--- src/rtl/wdm_pkg.sv ---
package wdm_pkg;
   // Field positions are fixed by the mode word layout that software decodes.
   localparam int WDM_DATA_W      = 24;
   localparam int WDM_KEY_LSB     = 12;
   localparam int WDM_KEY_W       = 12;
   localparam logic [11:0] WDM_KEY_VALUE = 12'hABC;
   localparam int WDM_IRQ_LEN_LSB = 7;
   localparam int WDM_IRQ_LEN_W   = 2;
   localparam int WDM_RST_LEN_LSB = 4;
   localparam int WDM_RST_LEN_W   = 3;
   localparam int WDM_IRQ_EN_BIT  = 2;
   localparam int WDM_RST_EN_BIT  = 1;
   localparam int WDM_WD_EN_BIT   = 0;
   localparam logic [23:0] WDM_STORE_MASK = 24'h0001F7;
   localparam logic [23:0] WDM_RESET_WORD = 24'h0001C2;
   // Shortest pulse of each output, as a power of two.
   localparam int WDM_IRQ_MIN_LOG2 = 2;
   localparam int WDM_RST_MIN_LOG2 = 1;

   typedef struct packed {
      logic [WDM_IRQ_LEN_W-1:0] irq_len;
      logic [WDM_RST_LEN_W-1:0] rst_len;
      logic                     irq_en;
      logic                     rst_en;
      logic                     wd_en;
   } wdm_mode_t;
endpackage

--- src/rtl/wdm_mode_reg.sv ---
module wdm_mode_reg #(
   parameter int DATA_W = 24,
   parameter int KEY_LSB = 12,
   parameter int KEY_W = 12,
   parameter logic [KEY_W-1:0] KEY_VALUE = 12'hABC,
   parameter logic [DATA_W-1:0] STORE_MASK = 24'h0001F7,
   parameter logic [DATA_W-1:0] RESET_WORD = 24'h0001C2
) (
   input  logic              clk,
   input  logic              rst_n,
   input  logic              wr_en,
   input  logic [DATA_W-1:0] wr_data,
   output logic [DATA_W-1:0] mode_q
);
   localparam int KEY_MSB = KEY_LSB + KEY_W - 1;
   localparam logic [DATA_W-1:0] KEY_FIELD = ((DATA_W)'(1) << KEY_W) - 1;

   if (KEY_MSB >= DATA_W) begin : g_bad_key
      $error("wdm_mode_reg: key field exceeds data width");
   end
   if (((KEY_FIELD << KEY_LSB) & STORE_MASK) != '0) begin : g_bad_mask
      $error("wdm_mode_reg: stored bits overlap the key field");
   end
   if ((RESET_WORD & ~STORE_MASK) != '0) begin : g_bad_reset
      $error("wdm_mode_reg: reset word sets unstored bits");
   end

   logic key_ok;
   logic [DATA_W-1:0] stored;
   logic unused_wr_bits;

   assign key_ok = (wr_data[KEY_MSB:KEY_LSB] == KEY_VALUE);
   assign unused_wr_bits = ^(wr_data & ~STORE_MASK);

   always_ff @(posedge clk) begin
      if (!rst_n) begin
         stored <= RESET_WORD;
      end else if (wr_en && key_ok) begin
         stored <= wr_data & STORE_MASK;
      end
   end

   // Key and reserved positions read as zero; the mask keeps them constant.
   assign mode_q = stored & STORE_MASK;
endmodule

--- src/rtl/wdm_pulse_timer.sv ---
module wdm_pulse_timer #(
   parameter int CODE_W = 2,
   parameter int MIN_LOG2 = 2
) (
   input  logic              clk,
   input  logic              rst_n,
   input  logic              fire,
   input  logic              abort,
   input  logic [CODE_W-1:0] len_code,
   output logic              active
);
   localparam int MAX_LOG2 = MIN_LOG2 + (1 << CODE_W) - 1;
   localparam int CNT_W = MAX_LOG2 + 1;

   if (MIN_LOG2 < 1) begin : g_bad_min
      $error("wdm_pulse_timer: a pulse must last at least two cycles");
   end
   if (CODE_W < 1 || CODE_W > 4) begin : g_bad_code
      $error("wdm_pulse_timer: length code width out of range");
   end

   logic [CNT_W-1:0] len_val;
   logic [CNT_W-1:0] remain;

   always_comb begin
      len_val = (CNT_W)'(1) << (MIN_LOG2 + int'(len_code));
   end

   always_ff @(posedge clk) begin
      if (!rst_n) begin
         remain <= '0;
      end else if (abort) begin
         remain <= '0;
      end else if (fire) begin
         remain <= len_val;
      end else if (remain != '0) begin
         remain <= remain - 1'b1;
      end
   end

   assign active = (remain != '0) && !abort;
endmodule

--- src/rtl/wdt_mode_ctrl.sv ---
module wdt_mode_ctrl
   import wdm_pkg::*;
#(
   parameter int DATA_W = WDM_DATA_W,
   parameter int IRQ_MIN_LOG2 = WDM_IRQ_MIN_LOG2,
   parameter int RST_MIN_LOG2 = WDM_RST_MIN_LOG2
) (
   input  logic              clk,
   input  logic              rst_n,
   input  logic              wr_en,
   input  logic [DATA_W-1:0] wr_data,
   output logic [DATA_W-1:0] rd_data,
   input  logic              zero_evt,
   output logic              irq_req,
   output logic              sysrst_req
);
   if (DATA_W != WDM_DATA_W) begin : g_bad_width
      $error("wdt_mode_ctrl: data width must match the mode word layout");
   end

   logic [DATA_W-1:0] mode_word;
   wdm_mode_t mode;

   wdm_mode_reg #(
      .DATA_W(DATA_W),
      .KEY_LSB(WDM_KEY_LSB),
      .KEY_W(WDM_KEY_W),
      .KEY_VALUE(WDM_KEY_VALUE),
      .STORE_MASK(WDM_STORE_MASK),
      .RESET_WORD(WDM_RESET_WORD)
   ) u_mode (
      .clk(clk),
      .rst_n(rst_n),
      .wr_en(wr_en),
      .wr_data(wr_data),
      .mode_q(mode_word)
   );

   always_comb begin
      mode.irq_len = mode_word[WDM_IRQ_LEN_LSB +: WDM_IRQ_LEN_W];
      mode.rst_len = mode_word[WDM_RST_LEN_LSB +: WDM_RST_LEN_W];
      mode.irq_en  = mode_word[WDM_IRQ_EN_BIT];
      mode.rst_en  = mode_word[WDM_RST_EN_BIT];
      mode.wd_en   = mode_word[WDM_WD_EN_BIT];
   end

   logic stop_all;
   logic irq_fire;
   logic rst_fire;

   assign stop_all = !mode.wd_en;
   assign irq_fire = zero_evt && mode.wd_en && mode.irq_en;
   assign rst_fire = zero_evt && mode.wd_en && mode.rst_en;

   wdm_pulse_timer #(
      .CODE_W(WDM_IRQ_LEN_W),
      .MIN_LOG2(IRQ_MIN_LOG2)
   ) u_irq_timer (
      .clk(clk),
      .rst_n(rst_n),
      .fire(irq_fire),
      .abort(stop_all),
      .len_code(mode.irq_len),
      .active(irq_req)
   );

   wdm_pulse_timer #(
      .CODE_W(WDM_RST_LEN_W),
      .MIN_LOG2(RST_MIN_LOG2)
   ) u_rst_timer (
      .clk(clk),
      .rst_n(rst_n),
      .fire(rst_fire),
      .abort(stop_all),
      .len_code(mode.rst_len),
      .active(sysrst_req)
   );

   assign rd_data = mode_word;
endmodule

--- config.mk ---
export PLATFORM = sky130hd
export DESIGN_NAME = wdt_mode_ctrl
export DESIGN_NICKNAME = d
export VERILOG_FILES = /design/src/rtl/wdm_pkg.sv /design/src/rtl/wdm_mode_reg.sv /design/src/rtl/wdm_pulse_timer.sv /design/src/rtl/wdt_mode_ctrl.sv
export SDC_FILE = /design/constraint.sdc
export NUM_CORES = 1
export LEC_CHECK = 0
export BUFFER_PORTS_ARGS = -buffer_cell sky130_fd_sc_hd__buf_2
export CAP_MARGIN = 20
export CORE_MARGIN = 5
export CORE_UTILIZATION = 42
export CTS_CLUSTER_DIAMETER = 80
export DETAILED_ROUTE_END_ITERATION = 10
export PLACE_DENSITY_LB_ADDON = 0.15
export SLEW_MARGIN = 40
export SYNTH_ARGS = -nofsm -noshare
export SYNTH_HDL_FRONTEND = slang
export SYNTH_SLANG_ARGS = --single-unit
export TNS_END_PERCENT = 50
--- constraint.sdc ---
create_clock -name clk -period 1.6 [get_ports clk]
set_clock_uncertainty 0.1 [all_clocks]
set_input_delay 0.16 -clock clk [delete_from_list [all_inputs] [get_ports clk]]
set_output_delay 0.16 -clock clk [all_outputs]
set_load 0.005 [all_outputs]
==> qor_table.md, run 1 <==
| Group | Quantity | This run |
|---|---|---|
| worst setup path | Kind of launch point of the worst setup path | flop |
| worst setup path | Depth of the worst register-to-register path | 8 |
| timing | Number of pins exceeding their max-slew limit in the final report | 0 |
| clock tree | Clock transition at the registers of the reported paths | 0.12 ns |
| synth | Synth cell types | 39 |
| synth | Warnings from Yosys | 0 |
| place | GP Congestion | 0.7893 |
| clock tree | Skew-Pair Late Insertion Delay | 0.31 ns |
| cells and area | Total inserted antenna cells | 0 |
| grt | Number of antenna violations at the first check in global routing | 0 |
| timing | Worst-case hold slack | 0.005175 ns |
| worst hold path | Min-Delay Path Class | in2reg |
| synth | Average size of a mapped cell | 8.870 um^2 |
| drt | Vias per std cell | 5.071 |
| worst setup path | Worst Path Class, Setup | reg2out |
| floorplan | Std-Cell Rows | 20 |
| worst setup path | Nature of the critical path endpoint | primary output |
| floorplan | Area of the core region | 3003 um^2 |
| synth | Simple-gate share of the synthesized area | 24.93% |
| drt | Post-DRT Antenna Nets | 0 |
| worst setup path | Req. time, crit path | 1.34 ns |
| synth | Combinational family with the most area after synthesis | simple AND/OR/NAND/NOR gates |
| clock tree | CTS Sinks | 23 |
| worst hold path | Min-Delay Startpoint | wr_data[2] |
| clock tree | Number of buffers created by CTS | 3 |
| timing | Final count of hold timing violations | 0 |
| drt | Highest metal layer used by the detailed router | met4 |
| synth | Synth cell count leaders | dfxtp_1 (23), buf_4 (16), nor2_1 (9) |
| outcome | Outcome | complete, but fails checks |
| timing | Unrepaired setup endpoints after global routing | true |
| grt | Vias in the first global route | 1247 |
| worst setup path | Critical Path Fanout Max | 2 |
| power | Largest vdd supply drop | 0.3127 mV |
| drt | Routed metal-1 wirelength | 1226 um |
| timing | Maximum achievable frequency | 0.5899 GHz |
| power | Total power per unit cell area | 509.2 nW/um^2 |
| timing | Number of setup violations in the final report | 6 |
| drt | Number of DRC violations after detailed-routing iteration 0 | 39 |
| synth | Sequential cell area fraction in the yosys report | 35.56% |
| synth | Post-synthesis cell area | 1295 um^2 |
| drt | Post-detailed-routing wire length | 3053 um |
| synth | Synth area leader | dfxtp_1 |
| cells and area | Final nets | 238 |
| synth | Post-Synth XOR/XNOR Area | 6.763% |
| synth | Number of register bits inferred by synthesis | 23 |
| worst setup path | Endpoint of the worst register-to-register path | u_rst_timer.remain[1]$_SDFFE_PN0P_ |
| worst hold path | Hold EP | u_mode.stored[2]$_SDFFE_PN0P_ |
| drt | Via count | 1212 |
| worst setup path | Reg-to-reg critical path startpoint | u_rst_timer.remain[0]$_SDFFE_PN0P_ |
| drt | WL met2 | 1672 um |
| synth | Most instantiated flip-flop cell in the synthesis netlist | dfxtp_1 |
| synth | Most frequently used cell type in the post-synthesis netlist | dfxtp_1 |
| synth | Adder-cell share of the synthesized area | 2.899% |
| clock tree | Worst-case clock buffer depth | 2 |
| floorplan | Width of the chip | 65.53 um |
| drt | Amount of wire on met3 after detailed routing | 134 um |
| power | Reported leakage power | 0.7873 nW |
| timing | Final critical-path setup slack | -0.09534 ns |
| synth | Post-synthesis async set-or-reset flop share | 0% |
| grt | Overflow after GRT | 0 |
| power | Tot Pwr | 897.0 uW |
| synth | Mapped Cells | 146 |
| synth | Multiplexer share of the synthesized area | 6.280% |
| cells and area | Synthesis-to-layout area growth | 36.04% |
| floorplan | Initial standard-cell utilization of the core | 43.13% |
| worst hold path | Hold Path Depth | 3 |
| clock tree | Clock tree from TritonCTS | done |
| grt | Combined global-route utilization of all metal layers | 14.79% |
| grt | Global-route wire length before repair | 5175 um |
| place | Placed wire-length estimate after detailed placement | 2241 um |
| floorplan | Die Y | 65.53 um |
| drt | Number of detailed-route iterations in the first pass | 4 |
| place | Pre-CTS setup slack | -0.04921 ns |
| timing | Time the final worst path needs with I/O delays and setup | 1.695 ns |
| cells and area | Filler cell count in the final layout | 268 |
| synth | Area fraction in compound gates after synthesis | 11.11% |
| floorplan | Count of pins on the block boundary | 54 |
| worst setup path | Setup slack of the most critical reg-to-reg path | -0.09 ns |
| synth | Number of enable flip-flop cells after synthesis | 0 |
| outcome | Violated checks | setup timing |
| synth | Main area contributors after synthesis | dfxtp_1 (36%), buf_4 (9.3%), mux2i_1 (5.4%), xnor2_1 (3.4%), xor2_1 (3.4%) |
| worst setup path | Arrival time at the worst endpoint | 1.44 ns |
| floorplan | DIE AREA | 4294 um^2 |
| clock tree | H-tree depth | 1 |
| drt | Post-route DRC violation count | 0 |
| run | Maxcap violations | 0 |
| place | Area post-placement | 1521 um^2 |
| cells and area | Final non-filler cell area | 1762 um^2 |
| place | Port Buffer Count | 33 |
| synth | Yosys top cell area share | 35.56% |
| clock tree | Root cell of the clock tree | clkbuf_4 |
| timing | Fraction of the cycle the final worst path needs | 106.0% |
| cells and area | Fraction of layout instances using a drive strength above 1 | 38.83% |
| grt | Pin count of the biggest net entering global routing | 13 |
| drt | Drt wl/cell | 12.77 um |
where the power goes:
part / switching, mW / internal [mW] / leakage [nW] / total (mW)
registers: 0.0000350 / 0.572 / 0.188 / 0.572
clock network: 0.167 / 0.0974 / 0.0150 / 0.265
logic: 0.0254 / 0.0345 / 0.584 / 0.0599
total: 0.193 / 0.704 / 0.787 / 0.897
flip-flops by register name, indices dropped and copies added, names as in the netlist:
register and cells:
u_irq_timer.remain 6, u_mode.stored 8, u_rst_timer.remain 9
cells in the final DEF (no fill, tap or decap), types with 3 or more instances in the layout:
cell	instances
buf_2	32
buf_4	21
dfxtp_1	18
conb_1	16
a21oi_1	8
nor2_1	8
nand2_1	7
mux2i_1	7
dlygate4sd3_1	6
inv_1	5
nand3_1	5
xor2_1	5
xnor2_1	5
dfxtp_2	5
nor2b_1	4
nor3b_1	3
a211oi_1	3
nor3_1	3
a31oi_1	3
clkbuf_4	3
worst max path at each step:
| stage | end | from | cells after the start |
|---|---|---|---|
| 2_1_floorplan | u_rst_timer.remain[6]$_SDFFE_PN0P_ | u_rst_timer.remain[0]$_SDFFE_PN0P_ | 6 |
| 3_3_place_gp | u_rst_timer.remain[2]$_SDFFE_PN0P_ | u_rst_timer.remain[0]$_SDFFE_PN0P_ | 6 |
| 3_5_place_dp | u_rst_timer.remain[6]$_SDFFE_PN0P_ | u_rst_timer.remain[1]$_SDFFE_PN0P_ | 6 |
| 4_1_cts | sysrst_req | u_rst_timer.remain[7]$_SDFFE_PN0P_ | 5 |
| 5_1_grt | sysrst_req | u_rst_timer.remain[0]$_SDFFE_PN0P_ | 6 |
| 6_report | sysrst_req | u_rst_timer.remain[0]$_SDFFE_PN0P_ | 6 |
final cells by class:
| cell class | instances | area, um^2 | share of cell area [%] |
|---|---|---|---|
| Clock buffer | 4 | 26.28 | 1.491 |
| Inverter | 7 | 26.28 | 1.491 |
| Multi-Input combinational cell | 112 | 812.0 | 46.09 |
| Sequential cell | 23 | 466.7 | 26.49 |
| Tap cell | 33 | 41.29 | 2.344 |
| Timing Repair Buffer | 60 | 389.1 | 22.09 |
stage by stage:
stage,util (%),std cells,setup TNS (ns)
finish,58.67,239,-0.3329
global route,58.67,239,-0.9545
CTS,56.13,236,-0.4194
detailed placement,50.67,220,-0.2229
global placement,50.67,220,0
floorplan,-,161,0
cells by family after synthesis:
| kind of cell | Yosys count |
|---|---|
| DFF | 23 |
| buffers and inverters | 26 |
| AOI/OAI and AO/OA | 22 |
| other | 1 |
| adders and majority gates | 3 |
| and+or+nand+nor | 53 |
| muxes | 8 |
| xor gates and xnor gates | 10 |
layer usage:
layer  up-vias  track usage (%)
li1        609                -
met5         -                0
met4         0            2.332
met3         3            2.906
met2        32            28.32
met1       568            17.00
critical path, cell delays in order (launching register included):
cell,delay (ns)
dfxtp_2,0.34
inv_2,0.07
ha_4,0.13
nor3b_4,0.22
nand3_2,0.11
and2_4,0.15
buf_6,0.10
timing repair:
| action | in CTS | in global routing |
|---|---|---|
| resized for setup | 12 | 10 |
| hold buffers | 6 | 0 |
| endpoints found under the hold margin | 5 | 0 |
| setup endpoints to repair | 9 | 11 |
| pin swaps | 4 | 5 |
| buffers inserted | 6 | 3 |
(Power assumes the default switching activity.)
==> run 2: changes to the inputs <==
Settings changed: CORE_UTILIZATION 42 to 51.
Clock period 1.6 ns to 2.1 ns, I/O delays scaled along.
==> run 2 against run 1 <==
  * Cell area shrank 14%
  * Via count fell by 6.8%
  * Core utilization grew 3.0 points
  * The flow now finishes without violations
  * Critical endpoint unchanged
  * Largest power group unchanged
==> qor_table.md, run 2 (synthesized netlist as in run 1, its figures left out) <==
| Group | Quantity | This run | Delta |
|---|---|---|---|
| outcome | Outcome | completed |  |
| worst hold path | Min-Delay Path Class | in2reg |  |
| drt | Routed metal-1 wirelength | 1268 um | +3.4% |
| cells and area | Synthesis-to-layout area growth | 16.91% |  |
| drt | WL met2 | 1129 um | -32% |
| worst hold path | Hold Path Depth | 3 | unchanged |
| clock tree | Root cell of the clock tree | clkbuf_4 |  |
| timing | Unrepaired setup endpoints after global routing | false |  |
| floorplan | Area of the core region | 2455 um^2 | -18% |
| cells and area | Largest register by flop count | u_rst_timer.remain |  |
| timing | Time the final worst path needs with I/O delays and setup | 1.976 ns |  |
| power | Total power per unit cell area | 452.4 nW/um^2 | -11% |
| drt | Drt wl/cell | 12.33 um | -3.5% |
| clock tree | Worst-case clock buffer depth | 2 | unchanged |
| timing | Number of setup violations in the final report | 0 | -6 |
| grt | Vias in the first global route | 1076 | -14% |
| place | GP Congestion | 0.8175 | +3.6% |
| timing | Final count of hold timing violations | 0 | unchanged |
| cells and area | Fraction of layout instances using a drive strength above 1 | 26.34% | -12 points |
| floorplan | Count of pins on the block boundary | 54 | unchanged |
| worst setup path | Arrival time at the worst endpoint | 1.67 ns | +0.23 ns |
| cells and area | Commonest non-fill, non-tap cells in the layout | buf_2 (33), dfxtp_1 (22), conb_1 (16), nor2_1 (9), a21oi_1 (8) |  |
| grt | Overflow after GRT | 0 | unchanged |
| drt | Number of DRC violations after detailed-routing iteration 0 | 25 | -36% |
| cells and area | Regs by FF count | u_rst_timer.remain x9, u_mode.stored x8, u_irq_timer.remain x6 |  |
| timing | Maximum achievable frequency | 0.5062 GHz |  |
| run | Maxcap violations | 0 | unchanged |
| timing | Fraction of the cycle the final worst path needs | 94.07% |  |
| drt | Post-detailed-routing wire length | 2664 um | -13% |
| clock tree | H-tree depth | 1 | unchanged |
| timing | Number of pins exceeding their max-slew limit in the final report | 0 | unchanged |
| place | Placed wire-length estimate after detailed placement | 2141 um | -4.4% |
| worst setup path | Kind of launch point of the worst setup path | flop |  |
| drt | Post-DRT Antenna Nets | 0 | unchanged |
| clock tree | Skew-Pair Late Insertion Delay | 0.32 ns | about the same |
| drt | Via count | 1129 | -6.8% |
| grt | Number of antenna violations at the first check in global routing | 0 | unchanged |
| clock tree | Clock tree from TritonCTS | done |  |
| grt | Global-route wire length before repair | 4360 um | -16% |
| timing | Worst-case hold slack | 0.02175 ns | +0.01658 ns |
| worst setup path | Depth of the worst register-to-register path | 8 | unchanged |
| clock tree | Number of buffers created by CTS | 3 | unchanged |
| grt | Combined global-route utilization of all metal layers | 15.63% | +0.84 points |
| clock tree | CTS Sinks | 23 | unchanged |
| place | Number of placed instances with taps included | 208 | -5.5% |
| clock tree | Clock transition at the registers of the reported paths | 0.13 ns | about the same |
| power | Reported leakage power | 0.6600 nW | -16% |
| cells and area | Post-route insts no fill | 216 | -9.6% |
| drt | Highest metal layer used by the detailed router | met4 |  |
| drt | Post-route DRC violation count | 0 | unchanged |
| floorplan | Width of the chip | 60.39 um | -7.8% |
| drt | Number of detailed-route iterations in the first pass | 4 | unchanged |
| drt | Vias per std cell | 5.227 | +3.1% |
| worst setup path | Critical Path Fanout Max | 4 | +2 |
| cells and area | Total inserted antenna cells | 0 | unchanged |
| cells and area | Final nets | 218 | -8.4% |
| floorplan | Std-Cell Rows | 18 | -10% |
| floorplan | Die Y | 60.39 um | -7.8% |
| place | Port Buffer Count | 33 | unchanged |
| cells and area | Leading cell type in the layout, fill and taps excluded | buf_2 |  |
| grt | Pin count of the biggest net entering global routing | 14 | +1 |
| power | Largest vdd supply drop | 0.3099 mV | -0.90% |
| drt | Amount of wire on met3 after detailed routing | 230 um | +72% |
| floorplan | DIE AREA | 3647 um^2 | -15% |
| floorplan | Initial standard-cell utilization of the core | 52.75% | +9.6 points |
| cells and area | Flip-flop count of the largest register after layout | 9 | unchanged |
| worst setup path | Worst Path Class, Setup | reg2out |  |
| worst setup path | Req. time, crit path | 1.79 ns | +0.45 ns |
| worst setup path | Nature of the critical path endpoint | primary output |  |
| timing | Sum of negative setup slack | 0 ns | +0.3329 ns |
==> run 2: cell count changes in the layout (fill, tap and decap cells not counted), sizes merged <==
cell,delta
clkbuf,-1
buf,-17
dlygate4sd3,-3
clkinv,+1
==> run 2: metrics by stage <==
stage / cell area, um^2 / worst slack, ns / total power, mW / util (%)
final: 1514 / 0.1245 / 0.6849 / 61.67
after global routing: 1514 / 0.01314 / 0.7088 / 61.67
after CTS: 1493 / 0.02757 / 0.6848 / 60.81
after detailed placement: 1445 / 0.3338 / 0.4823 / 58.87
after global placement: 1445 / 0.4243 / 0.4814 / 58.87
after floorplan: 1351 / 0.4140 / 0.4821 / -
==> run 2: path summary, 6_finish.rpt <==
check                                startpoint  slack, ns                            endpoint
max          u_rst_timer.remain[0]$_SDFFE_PN0P_       0.12                          sysrst_req
min                                  wr_data[6]       0.02       u_mode.stored[6]$_SDFFE_PN1P_
max reg2reg  u_rst_timer.remain[0]$_SDFFE_PN0P_       0.33  u_rst_timer.remain[6]$_SDFFE_PN0P_
min reg2reg  u_irq_timer.remain[1]$_SDFFE_PN0P_       0.43  u_irq_timer.remain[1]$_SDFFE_PN0P_
==> run 2: layout make-up <==
| type | instances | area, um^2 |
|---|---|---|
| clock inverters | 1 | 5.005 |
| flip-flops and latches | 23 | 461.7 |
| clock buffers | 3 | 22.52 |
| multi-input cells | 112 | 735.7 |
| repair buffers | 40 | 225.2 |
| fillers | 221 | 940.9 |
| inverters | 7 | 26.28 |
| well taps | 30 | 37.54 |
==> run 2: critical path, cell delays in order (launching register included) <==
cell	delay [ns]
dfxtp_2	0.36
inv_2	0.07
ha_2	0.19
nor3b_1	0.18
buf_4	0.15
nand3_1	0.09
and2_1	0.19
buf_2	0.12
==> run 2: power breakdown <==
group	switching, mW	internal (mW)
sequential	0.0000278	0.436
combinational	0.0185	0.0227
clock	0.136	0.0713
total	0.155	0.530
==> run 2: timing repair <==
action / CTS / global route
endpoints found under the setup margin: 0 / 1
endpoints found under the hold margin: 2 / 1
gates resized for setup: 0 / 3
buffers inserted: 0 / 1
hold buffers: 2 / 1
==> run 2: layer usage <==
| metal | GRT usage, % | vias up |
|---|---|---|
| met1 | 20.73 | 505 |
| met2 | 25.77 | 54 |
| met5 | 0 | - |
| met4 | 4.747 | 0 |
| li1 | - | 566 |
| met3 | 2.979 | 4 |
==> run 3: changes to the inputs <==
Settings changed: SETUP_SLACK_MARGIN set to 0.2.
==> run 3 against run 2 <==
  * Clock power barely moved
  * Hold slack hardly changed
  * Cell count is 1.9% higher
  * Wire length is 3.8% higher
  * Critical path depth did not move
  * Register-to-register slack hardly changed
  * Sequential cell count is the same
  * Maximum frequency rose by 7.7%
  * Sequential power hardly changed
==> qor_table.md, run 3 (synthesized netlist as in run 1, its figures left out) <==
| Group | Quantity | This run | Delta |
|---|---|---|---|
| clock tree | Number of buffers created by CTS | 3 | unchanged |
| place | Placed wire-length estimate after detailed placement | 2141 um | unchanged |
| run | Maxcap violations | 0 | unchanged |
| worst setup path | Depth of the worst register-to-register path | 8 | unchanged |
| worst setup path | Endpoint of the worst register-to-register path | u_rst_timer.remain[4]$_SDFFE_PN0P_ |  |
| power | Net switching power figure | 154.9 uW | +0.12% |
| drt | Number of detailed-route iterations in the first pass | 4 | unchanged |
| floorplan | Area of the core region | 2455 um^2 | unchanged |
| cells and area | Final nets | 222 | +1.8% |
| cells and area | Fraction of layout instances using a drive strength above 1 | 30.00% | +3.7 points |
| floorplan | Std-Cell Rows | 18 | unchanged |
| drt | Number of DRC violations after detailed-routing iteration 0 | 18 | -28% |
| worst setup path | Setup slack of the most critical reg-to-reg path | 0.34 ns | about the same |
| timing | Worst-case hold slack | 0.02130 ns | -0.0004542 ns |
| worst setup path | Critical Path Fanout Max | 2 | -2 |
| place | GP Congestion | 0.8175 | unchanged |
| cells and area | Largest register by flop count | u_rst_timer.remain |  |
| drt | Via count | 1148 | +1.7% |
| timing | Number of pins exceeding their max-slew limit in the final report | 0 | unchanged |
| worst setup path | Arrival time at the worst endpoint | 1.52 ns | -0.15 ns |
| worst hold path | Hold Path Depth | 3 | unchanged |
| power | Sw Ratio | 22.61% | about the same |
| floorplan | Die Y | 60.39 um | unchanged |
| clock tree | Clock transition at the registers of the reported paths | 0.13 ns | about the same |
| power | Reported leakage power | 0.6923 nW | +4.9% |
| drt | Post-route DRC violation count | 0 | unchanged |
| power | Part of the total power dissipated in the clock network | 30.3% | about the same |
| worst hold path | Min-Delay Path Class | in2reg |  |
| drt | Drt wl/cell | 12.56 um | +1.9% |
| grt | Combined global-route utilization of all metal layers | 16.12% | +0.48 points |
| timing | Unrepaired setup endpoints after global routing | true |  |
| clock tree | Clock tree from TritonCTS | done |  |
| worst setup path | Kind of launch point of the worst setup path | flop |  |
| cells and area | Commonest non-fill, non-tap cells in the layout | buf_2 (33), dfxtp_1 (21), conb_1 (16), nor2_1 (9) |  |
| worst setup path | Req. time, crit path | 1.79 ns | about the same |
| clock tree | Worst-case clock buffer depth | 2 | unchanged |
| worst hold path | Hold EP | u_mode.stored[6]$_SDFFE_PN1P_ |  |
| clock tree | CTS Sinks | 23 | unchanged |
| power | Largest vdd supply drop | 0.3099 mV | about the same |
| cells and area | Synthesis-to-layout area growth | 21.64% |  |
| cells and area | Flip-flop count of the largest register after layout | 9 | unchanged |
| worst setup path | Worst Path Class, Setup | reg2out |  |
| power | Internal | 530.2 uW | about the same |
| power | Sequential share of power | 63.7% | about the same |
| power | Combinational share of power | 6.0% | about the same |
| grt | Vias in the first global route | 1117 | +3.8% |
| power | Total power per unit cell area | 434.9 nW/um^2 | -3.9% |
| grt | Overflow after GRT | 0 | unchanged |
| clock tree | H-tree depth | 1 | unchanged |
| drt | Post-detailed-routing wire length | 2764 um | +3.8% |
| timing | Time the final worst path needs with I/O delays and setup | 1.834 ns | -0.1419 ns |
| timing | Final count of hold timing violations | 0 | unchanged |
| floorplan | Count of pins on the block boundary | 54 | unchanged |
| timing | Maximum achievable frequency | 0.5454 GHz | +7.7% |
| cells and area | Final Util | 64.17% | +2.5 points |
| clock tree | Skew-Pair Late Insertion Delay | 0.32 ns | about the same |
| worst hold path | Min-Delay Startpoint | wr_data[6] |  |
| outcome | Outcome | completed |  |
| grt | Number of antenna violations at the first check in global routing | 0 | unchanged |
| cells and area | Total inserted antenna cells | 0 | unchanged |
| floorplan | Width of the chip | 60.39 um | unchanged |
| timing | Sum of negative setup slack | 0 ns | unchanged |
| drt | Vias per std cell | 5.218 | -0.17% |
| clock tree | Root cell of the clock tree | clkbuf_4 |  |
| cells and area | Leading cell type in the layout, fill and taps excluded | buf_2 |  |
| floorplan | Initial standard-cell utilization of the core | 52.75% | unchanged |
| cells and area | Regs by FF count | u_rst_timer.remain x9, u_mode.stored x8, u_irq_timer.remain x6 |  |
| place | Port Buffer Count | 33 | unchanged |
| drt | Post-DRT Antenna Nets | 0 | unchanged |
| grt | Global-route wire length before repair | 4498 um | +3.2% |
| timing | Number of setup violations in the final report | 0 | unchanged |
| worst setup path | Reg-to-reg critical path startpoint | u_rst_timer.remain[0]$_SDFFE_PN0P_ |  |
| timing | Fraction of the cycle the final worst path needs | 87.32% | -6.8 points |
| grt | Pin count of the biggest net entering global routing | 14 | unchanged |
| floorplan | DIE AREA | 3647 um^2 | unchanged |
| worst setup path | Nature of the critical path endpoint | primary output |  |
==> run 3: routing by layer <==
layer	vias up	wire length, um	GRT usage, %
met1	520	1323	21.12
li1	574	-	-
met2	48	1181	26.54
met3	6	203	2.766
met4	0	57	6.013
met5	-	0	0
==> run 3: metrics by stage <==
| stage | instances | setup slack, ns | power, mW | cell area (um^2) |
|---|---|---|---|---|
| after floorplan | 161 | 0.4140 | 0.4821 | 1351 |
| after global placement | 208 | 0.4243 | 0.4814 | 1445 |
| after detailed placement | 208 | 0.3338 | 0.4823 | 1445 |
| after CTS | 218 | 0.2014 | 0.6847 | 1539 |
| after global routing | 220 | 0.1740 | 0.7088 | 1575 |
| final | 220 | 0.2664 | 0.6851 | 1575 |
==> run 3: layout make-up <==
| cell class | instances | area, um^2 |
|---|---|---|
| clock inverter | 1 | 5.005 |
| multi-input combinational | 112 | 765.7 |
| clock buffer | 3 | 22.52 |
| sequential | 23 | 462.9 |
| fill | 223 | 879.6 |
| tap | 30 | 37.54 |
| timing repair buffer | 44 | 255.2 |
| inverter | 7 | 26.28 |
==> run 3: how the worst max path moves through the flow <==
stage | slack [ns] | cells past startpoint | to | start
2_1_floorplan | 0.41 | 6 | u_rst_timer.remain[6]$_SDFFE_PN0P_ | u_rst_timer.remain[0]$_SDFFE_PN0P_
3_3_place_gp | 0.42 | 7 | u_rst_timer.remain[4]$_SDFFE_PN0P_ | u_rst_timer.remain[0]$_SDFFE_PN0P_
3_5_place_dp | 0.33 | 7 | u_rst_timer.remain[4]$_SDFFE_PN0P_ | u_rst_timer.remain[0]$_SDFFE_PN0P_
4_1_cts | 0.20 | 7 | sysrst_req | u_rst_timer.remain[1]$_SDFFE_PN0P_
5_1_grt | 0.17 | 5 | u_rst_timer.remain[7]$_SDFFE_PN0P_ | u_rst_timer.remain[0]$_SDFFE_PN0P_
6_report | 0.27 | 7 | sysrst_req | u_rst_timer.remain[0]$_SDFFE_PN0P_
==> run 3: timing repair <==
action                                 in CTS  in global routing
setup buffers                               4                  1
hold buffers                                2                  1
endpoints found under the hold margin       2                  1
setup endpoints to repair                   1                  2
pin swaps                                   1                  2
resized for setup                           6                  3
==> run 3: worst max-delay path, stage by stage (launching register included) <==
cell,delay [ns]
dfxtp_2,0.35
inv_2,0.07
ha_4,0.14
nor3b_2,0.14
buf_4,0.13
nand3_1,0.09
and2_1,0.16
buf_2,0.12
==> run 3: power by group through the flow <==
stage	combinational, mW	sequential [mW]	clock, mW
6_report	0.0412	0.436	0.208
4_1_cts	0.0391	0.436	0.209
5_1_grt	0.0466	0.436	0.226
2_1_floorplan	0.0361	0.446	0
3_3_place_gp	0.0354	0.446	0
3_5_place_dp	0.0363	0.446	0
